File: src/rtl/adc_corr_pkg.sv
package adc_corr_pkg;
  localparam int NUM_RED = 8;   // redundant stages
  localparam int CODE_W  = 2;
  localparam int OUT_W   = 10;

  typedef struct packed {
    logic flush;     // clear every pipeline register
    logic outValid;  // pipeline filled since last reset
  } ctrl_t;
endpackage

File: src/rtl/adc_corr_delay.sv
module adc_corr_delay #(
  parameter int W     = 2,
  parameter int DEPTH = 1
) (
  input  logic         clk,
  input  logic         flush,
  input  logic [W-1:0] din,
  output logic [W-1:0] dout
);
  logic [W-1:0] taps [DEPTH];

  always_ff @(posedge clk) begin
    if (flush) begin
      for (int j = 0; j < DEPTH; j++) taps[j] <= '0;
    end else begin
      taps[0] <= din;
      for (int j = 1; j < DEPTH; j++) taps[j] <= taps[j-1];
    end
  end

  assign dout = taps[DEPTH-1];
endmodule

File: src/rtl/adc_corr_ctrl.sv
module adc_corr_ctrl
  import adc_corr_pkg::*;
#(
  parameter int NUM_STAGES = NUM_RED
) (
  input  logic  clk,
  input  logic  rst,
  output ctrl_t ctrl
);
  localparam int FILL  = NUM_STAGES + 2;   // alignment plus two output registers
  localparam int CNT_W = $clog2(FILL + 1);

  logic [CNT_W-1:0] fillCnt;

  always_ff @(posedge clk) begin
    if (rst) fillCnt <= '0;
    else if (fillCnt != CNT_W'(FILL)) fillCnt <= fillCnt + 1'b1;
  end

  always_comb begin
    ctrl.flush    = rst;
    ctrl.outValid = (fillCnt == CNT_W'(FILL));
  end
endmodule

File: src/rtl/adc_corr_datapath.sv
module adc_corr_datapath
  import adc_corr_pkg::*;
#(
  parameter int NUM_STAGES = NUM_RED,
  parameter int CW         = CODE_W,
  parameter int OW         = OUT_W
) (
  input  logic                           clk,
  input  ctrl_t                          ctrl,
  input  logic                           fmtSel,
  input  logic [(NUM_STAGES+1)*CW-1:0]   stageCodes,
  output logic [OW-1:0]                  corrWord,
  output logic [OW-1:0]                  dataOut
);
  localparam int SUM_W   = OW + 1;
  localparam int MAX_RED = 2;   // largest legal redundant code

  logic [CW-1:0] aligned [NUM_STAGES+1];

  // stage k (index k-1) waits NUM_STAGES-(k-1) clocks; the flash stage is used directly
  for (genvar k = 0; k < NUM_STAGES; k++) begin : g_align
    adc_corr_delay #(.W(CW), .DEPTH(NUM_STAGES - k)) dly_i (
      .clk  (clk),
      .flush(ctrl.flush),
      .din  (stageCodes[k*CW +: CW]),
      .dout (aligned[k])
    );
  end
  assign aligned[NUM_STAGES] = stageCodes[NUM_STAGES*CW +: CW];

  logic [SUM_W-1:0] rawSum;

  always_comb begin
    rawSum = SUM_W'(aligned[NUM_STAGES]);
    for (int k = 0; k < NUM_STAGES; k++) begin
      if (aligned[k] > CW'(MAX_RED))
        rawSum = rawSum + (SUM_W'(MAX_RED) << (NUM_STAGES - k));
      else
        rawSum = rawSum + (SUM_W'(aligned[k]) << (NUM_STAGES - k));
    end
  end

  assign corrWord = rawSum[SUM_W-1] ? {OW{1'b1}} : rawSum[OW-1:0];

  logic [OW-1:0] holdStage;

  always_ff @(posedge clk) begin
    if (ctrl.flush) begin
      holdStage <= '0;
      dataOut   <= '0;
    end else begin
      holdStage <= {corrWord[OW-1] ^ fmtSel, corrWord[OW-2:0]};
      dataOut   <= holdStage;
    end
  end
endmodule

File: src/rtl/adc_corr_top.sv
module adc_corr_top
  import adc_corr_pkg::*;
#(
  parameter int NUM_STAGES = NUM_RED,
  parameter int CW         = CODE_W,
  parameter int OW         = OUT_W
) (
  input  logic                         clk,
  input  logic                         rst,
  input  logic                         fmtSel,
  input  logic [(NUM_STAGES+1)*CW-1:0] stageCodes,
  output logic [OW-1:0]                dataOut,
  output logic                         dataValid
);
  ctrl_t         ctrl;
  logic [OW-1:0] corrWord;

  adc_corr_ctrl #(.NUM_STAGES(NUM_STAGES)) ctrl_i (
    .clk (clk),
    .rst (rst),
    .ctrl(ctrl)
  );

  adc_corr_datapath #(.NUM_STAGES(NUM_STAGES), .CW(CW), .OW(OW)) dp_i (
    .clk       (clk),
    .ctrl      (ctrl),
    .fmtSel    (fmtSel),
    .stageCodes(stageCodes),
    .corrWord  (corrWord),
    .dataOut   (dataOut)
  );

  assign dataValid = ctrl.outValid;
endmodule

File: config.mk
export PLATFORM = sky130hd
export DESIGN_NAME = adc_corr_top
export DESIGN_NICKNAME = d
export VERILOG_FILES = /design/src/rtl/adc_corr_pkg.sv /design/src/rtl/adc_corr_delay.sv /design/src/rtl/adc_corr_ctrl.sv /design/src/rtl/adc_corr_datapath.sv /design/src/rtl/adc_corr_top.sv
export SDC_FILE = /design/constraint.sdc
export NUM_CORES = 1
export LEC_CHECK = 0
export ABC_AREA = 1
export CORE_ASPECT_RATIO = 1.2
export CORE_MARGIN = 2
export CORE_UTILIZATION = 51
export DETAILED_ROUTE_END_ITERATION = 6
export PLACE_DENSITY_LB_ADDON = 0.1
export REMOVE_ABC_BUFFERS = 1
export SLEW_MARGIN = 20
export SYNTH_ARGS = -nofsm -noshare
export SYNTH_HDL_FRONTEND = slang
export SYNTH_SLANG_ARGS = --single-unit
File: constraint.sdc
create_clock -name clk -period 2.43 [get_ports clk]
set_input_delay 0.729 -clock clk [delete_from_list [all_inputs] [get_ports clk]]
set_output_delay 0.729 -clock clk [all_outputs]
set_load 0.05 [all_outputs]
==> Yosys cells after proc, flatten, opt, wreduce, memory -nomap -nowiden <==
Memory sizes are Yosys's and may differ from the RTL's.
Cells that the tools add are included.
W data, S select, Z words.
{ "op_classes": {"addsub": 17, "magnitude_cmp": 8, "eq_ne": 2, "muxes": 49, "n_bitwise": 36, "n_reduce_logical": 1} }
{ "ops": {"columns": ["operator", "count"], "rows": [
  ["$mux W11", 8],
  ["$mux W2", 36],
  ["$or A1 B1 Y1", 35],
  ["$gt A2 B2 Y1 const B", 8],
  ["$add A11 B3 Y11", 1],
  ["$add A11 B3 Y11 const B", 1],
  ["$add A11 B4 Y11", 1],
  ["$add A11 B4 Y11 const B", 1],
  ["$add A11 B5 Y11", 1],
  ["$add A11 B5 Y11 const B", 1],
  ["$add A11 B6 Y11", 1],
  ["$add A11 B6 Y11 const B", 1],
  ["$add A11 B7 Y11", 1],
  ["$add A11 B7 Y11 const B", 1],
  ["$add A11 B8 Y11", 1],
  ["$add A11 B8 Y11 const B", 1],
  ["$add A11 B9 Y11", 1],
  ["$add A11 B9 Y11 const B", 1],
  ["$add A2 B10 Y11", 1],
  ["$add A2 B10 Y11 const B", 1],
  ["$mux W10", 1],
  ["$add A4 B1 Y4 const B", 1],
  ["$eq A4 B4 Y1 const B", 1],
  ["$mux W1", 4],
  ["other kinds (3)", 3]
]} }
{ "totals": {"ff_bits": 24, "ram_bits": 72, "in_bits": 21, "out_inout_bits": 11, "elab_cells": 124, "mem_count": 8} }
{ "mem_list": {"columns": ["memory", "depth", "width", "read_ports", "rd_ports_with_merged_regs", "write_ports", "line", "source"], "rows": [
  ["dp_i.g_align[0].dly_i.taps", 8, 2, 8, 0, 8, "adc_corr_delay.sv:10", "logic [W-1:0] taps [DEPTH];"],
  ["dp_i.g_align[1].dly_i.taps", 7, 2, 7, 0, 7, "adc_corr_delay.sv:10", null],
  ["dp_i.g_align[2].dly_i.taps", 6, 2, 6, 0, 6, "adc_corr_delay.sv:10", null],
  ["dp_i.g_align[3].dly_i.taps", 5, 2, 5, 0, 5, "adc_corr_delay.sv:10", null],
  ["dp_i.g_align[4].dly_i.taps", 4, 2, 4, 0, 4, "adc_corr_delay.sv:10", null],
  ["dp_i.g_align[5].dly_i.taps", 3, 2, 3, 0, 3, "adc_corr_delay.sv:10", null],
  ["+2 memories", null, null, null, null, null, null, null]
]} }

==> Longest topological paths before layout <==
{ "logic_depth": {"ltp_word": 18, "ltp_mapped": 22, "mapped_depth_nobuf": 22} }

==> By module <==
From an unflattened synthesis, not the netlist that was laid out.
{ "unflattened": {"hier_cells": 562, "hier_area_um2": 4171.5} }
{ "modules_own_cells": {"columns": ["module", "instances", "cells_each", "area_per_inst_um2", "seq_area_each_um2"], "rows": [
  ["adc_corr_datapath", 1, 299, 1804.2, 400.4],
  ["adc_corr_delay (dp_i.g_align[0].dly_i)", 1, 50, 474.2, 320.3],
  ["adc_corr_delay (dp_i.g_align[1].dly_i)", 1, 45, 411.6, 280.3],
  ["adc_corr_delay (dp_i.g_align[2].dly_i)", 1, 39, 356.6, 240.2],
  ["adc_corr_delay (dp_i.g_align[3].dly_i)", 1, 33, 301.5, 200.2],
  ["adc_corr_ctrl", 1, 31, 231.5, 80.1],
  ["adc_corr_delay (dp_i.g_align[4].dly_i)", 1, 25, 231.5, 160.2],
  ["adc_corr_delay (dp_i.g_align[5].dly_i)", 1, 20, 180.2, 120.1],
  ["adc_corr_delay (dp_i.g_align[6].dly_i)", 1, 14, 125.1, 80.1],
  ["adc_corr_delay (dp_i.g_align[7].dly_i)", 1, 6, 55.1, 40.0]
]} }

==> Worst setup path after synthesis <==
No wires, ideal clock.
{ "synth_path": {"kind": "register to register", "from": "mem dp_i.g_align[1].dly_i.taps[10][1], in the netlist dp_i.g_align[1].dly_i.taps[1][5]", "to": "reg dp_i.holdStage[0]", "setup_time_ns": 0.113, "arrival_time_ns": 2.195, "required_ns": 2.317, "setup_slack_ns": 0.122, "path_stages_with_launch": 18, "path_buffers": 1, "synth_period_minus_slack_ns": 2.308, "path_cell_list": "dfxtp_1 -> clkbuf_1 -> ha_1 -> ha_1 -> nand2_1 -> inv_1 -> nor2_1 -> nand2_2 -> nand3_2 -> nand2_1 -> nand2_1 -> nand2_2 -> nor2_4 -> nand2_2 -> nand3_4 -> nand2_2 -> o21ai_1 -> inv_1"} }
{ "synth_rtl": {"columns": ["element", "line", "source"], "rows": [
  ["from (decl)", "adc_corr_delay.sv:10", null],
  ["to (signal assigned)", "adc_corr_datapath.sv:52", "holdStage <= {corrWord[OW-1] ^ fmtSel, corrWord[OW-2:0]};"],
  ["to (decl)", "adc_corr_datapath.sv:45", "logic [OW-1:0] holdStage;"]
]} }

==> summary.txt <==
Timing
  • RSZ-0062 raised after global routing: yes
  • Crit path time final: 2.41 ns
  • Clock skew: 0.00751 ns
  • Max_slew headroom: 66.7%
  • Worst Max-Slew Pin Slew: 0.498 ns
  • Fin crit share: 99.2%
  • Fmax: 415 MHz
  • Slew Limit Fails: 0
  • Final Hold Viols: 0
  • Final setup fails: 0

Clock network
  • Clock buffer depth: 2
  • Reg clk slew, reported paths: 0.09 ns
  • Clock latency on the worst-skew pair: 0.36 ns
  • Post-CTS Hold Buffers: 0
  • CTS Root Cell: clkbuf_8
  • CTS Buf Count: 9
  • CTS tree: done
  • Clk sinks: 96
  • CTS H-tree depth: 3

Synthesis
  • FFs w/ async S/R, synth: 0%
  • Top FF cell, synth: dfxtp_1
  • Synth Instances: 520
  • Area contributors post-synth: dfxtp_1 (50%), inv_1 (12%), nor2_1 (11%)
  • Leading area contributor after synthesis: dfxtp_1
  • Sequential area share after synthesis: 49.8%
  • Avg Cell Area, Syn: 7.42 um^2
  • Post-synthesis register bit count: 96
  • Synthesized area: 0.00386 mm^2
  • Yosys warning count: 0
  • Top-area cell type share of the netlist area: 49.8%
  • Unique masters post-synth: 28
  • EDFF count, synth: 0

Route
  • Antenna-violating nets left: 0
  • First drt pass iteration count: 4
  • DRC Markers: 0
  • Via count: 2,847
  • Drt total wl: 5680 um
  • DR WL/cell: 8.76 um
  • Vias per std cell: 4.39
  • DR iter-0 viols: 89

Finish
  • Fillers: 632
  • Count of inserted antenna diode cells: 0
  • Most common cell after layout, fill and taps aside: inv_1
  • Share of layout cells above drive strength 1: 20.3%
  • Layout net count: 592
  • Most frequent cells in the layout: inv_1 (125), nor2_1 (99), dfxtp_1 (92)
  • Final instance area: 0.00483 mm^2
  • Area growth from synthesis to layout: 25.2%

Run
  • Max cap viols: 0

Place
  • Placer Congestion: 0.758
  • Post-DP HPWL: 3720 um
  • Port bufs: 31
  • Post-DP Area: 0.00427 mm^2

Global route
  • Vias in the first global route: 2,641
  • Largest net degree at the start of global routing: 73
  • Initial antenna violation count: 0
  • First-pass GRT wire length: 10,100 um
  • Grt total ovfl: 0
  • Overall Global Routing Usage: 14.9%

Setup path
  • Critical path data arrival time: 2.67 ns
  • CP Capture Type: flop
  • RR Startpoint: dp_i.g_align[0].dly_i.taps[0][15]
  • CP Launch Point: dp_i.g_align[0].dly_i.taps[0][15]
  • R2R depth: 18
  • Worst setup path class: flop to flop
  • CP max FO: 6
  • Crit start category: flop
  • CP required: 2.70 ns

Floorplanning
  • Total die area: 0.00828 mm^2
  • Initial core utilization: 53.1%
  • Core Area: 0.00727 mm^2
  • Die X: 83.4 um
  • Top Ports: 32
  • Rows: 34
  • Die H: 99.3 um

Power and ir drop
  • PD cells: 575 mW/mm^2
  • VDD IR-drop max: 0.000454 V
  • Static Leakage: 2.27 nW
  • Design Power: 0.00278 W

Min path
  • Hold path startpoint: dp_i.g_align[3].dly_i.taps[0][7]
  • Hold Crit Class: flop to flop
  • Hold Path Stages: 2

Run status
  • Status: completed
## worst paths after layout
kind	to	slack (ns)
worst max register to register	dp_i.holdStage[8]	0.02
worst min register to register	dp_i.g_align[3].dly_i.taps[0][9]	0.40
worst min-delay path	dp_i.g_align[3].dly_i.taps[0][9]	0.40
worst max-delay path	dp_i.holdStage[8]	0.02
## power breakdown
| group | switching [W] | internal (W) |
|---|---|---|
| clock | 0.000579 | 0.000395 |
| combinational | 0.0000914 | 0.0000780 |
| sequential | 0.0000156 | 0.00162 |
## cell type report
class / instances / area [um^2] / share of cell area [%]
Clock buffer: 9 / 124 / 2.56
Clock inverter: 7 / 66.3 / 1.37
Inverter: 135 / 507 / 10.5
Multi-Input combinational cell: 272 / 1710 / 35.3
Sequential cell: 96 / 1930 / 39.9
Tap cell: 90 / 113 / 2.33
Timing Repair Buffer: 39 / 388 / 8.02
## registers in the layout, summed over array words and instances, names as in the netlist
register	flops
dp_i.holdStage	10
ctrl_i.fillCnt	4
dp_i.g_align.dly_i.taps	72
dp_i.dataOut	10
## metrics by stage
stage | worst slack, ns | setup TNS, ns | util (%) | cells | hold slack, ns
finish | 0.0205 | 0 | 66.4 | 648 | 0.398
global route | -0.224 | -1.93 | 66.4 | 648 | 0.415
detailed placement | -0.274 | -2.29 | 58.7 | 629 | 0.392
floorplan | 0.154 | 0 | - | 503 | 0.388
CTS | 0.00100 | 0 | 63.0 | 646 | 0.404
global placement | -0.217 | -1.48 | 58.7 | 629 | 0.389
## routing by layer
layer / up-vias / part of all wire, % / global-route usage, %
li1: 1559 / - / -
met1: 1240 / 43 / 15.5
met2: 32 / 51 / 27.1
met3: 16 / 2.8 / 2.99
met4: 0 / 3.1 / 9.80
met5: - / 0 / 0
## logic make-up (layout without fill, tap and decap cells)
family                     count (synthesis)  in the layout  synth area share (%)
AOI/OAI and AO/OA                         17             17                  2.33
xor gates and xnor gates                   5              5                  1.13
adders and majority gates                 18             18                  6.03
buffers and inverters                    152            190                  14.9
DFF                                       96             96                  49.8
and+or+nand+nor                          232            232                  25.8
## cell usage after synthesis (all sizes together) (2+ instances only)
cell type and n:
dfxtp 96, ha 17, xor2 3, nand4 3, nand2 85, nand3 29
xnor2 2, inv 134, clkbuf 16, a21oi 6, o21ai 9, nor2 112
## worst max-delay path: stages (launching register included)
cell      delay (ns)
dfxtp_2         0.33
nor2_1          0.11
ha_1            0.28
ha_4            0.33
inv_2           0.04
nand2_2         0.08
nand2_4         0.08
nand2_4         0.09
nand2_2         0.07
nand2_4         0.08
nand2_2         0.07
nand2_2         0.07
nand2_4         0.06
nor2_4          0.14
nand2_4         0.08
nand3_4         0.14
o211ai_1        0.13
nand2_1         0.09
inv_1           0.04
## repair_timing
item / 4_1_cts / 5_1_grt
buffers inserted: 1 / 2
setup endpoints to repair: 10 / 10
pin swaps: 13 / 28
resized for setup: 25 / 59
No activity file was read; power rests on OpenSTA's default activity.
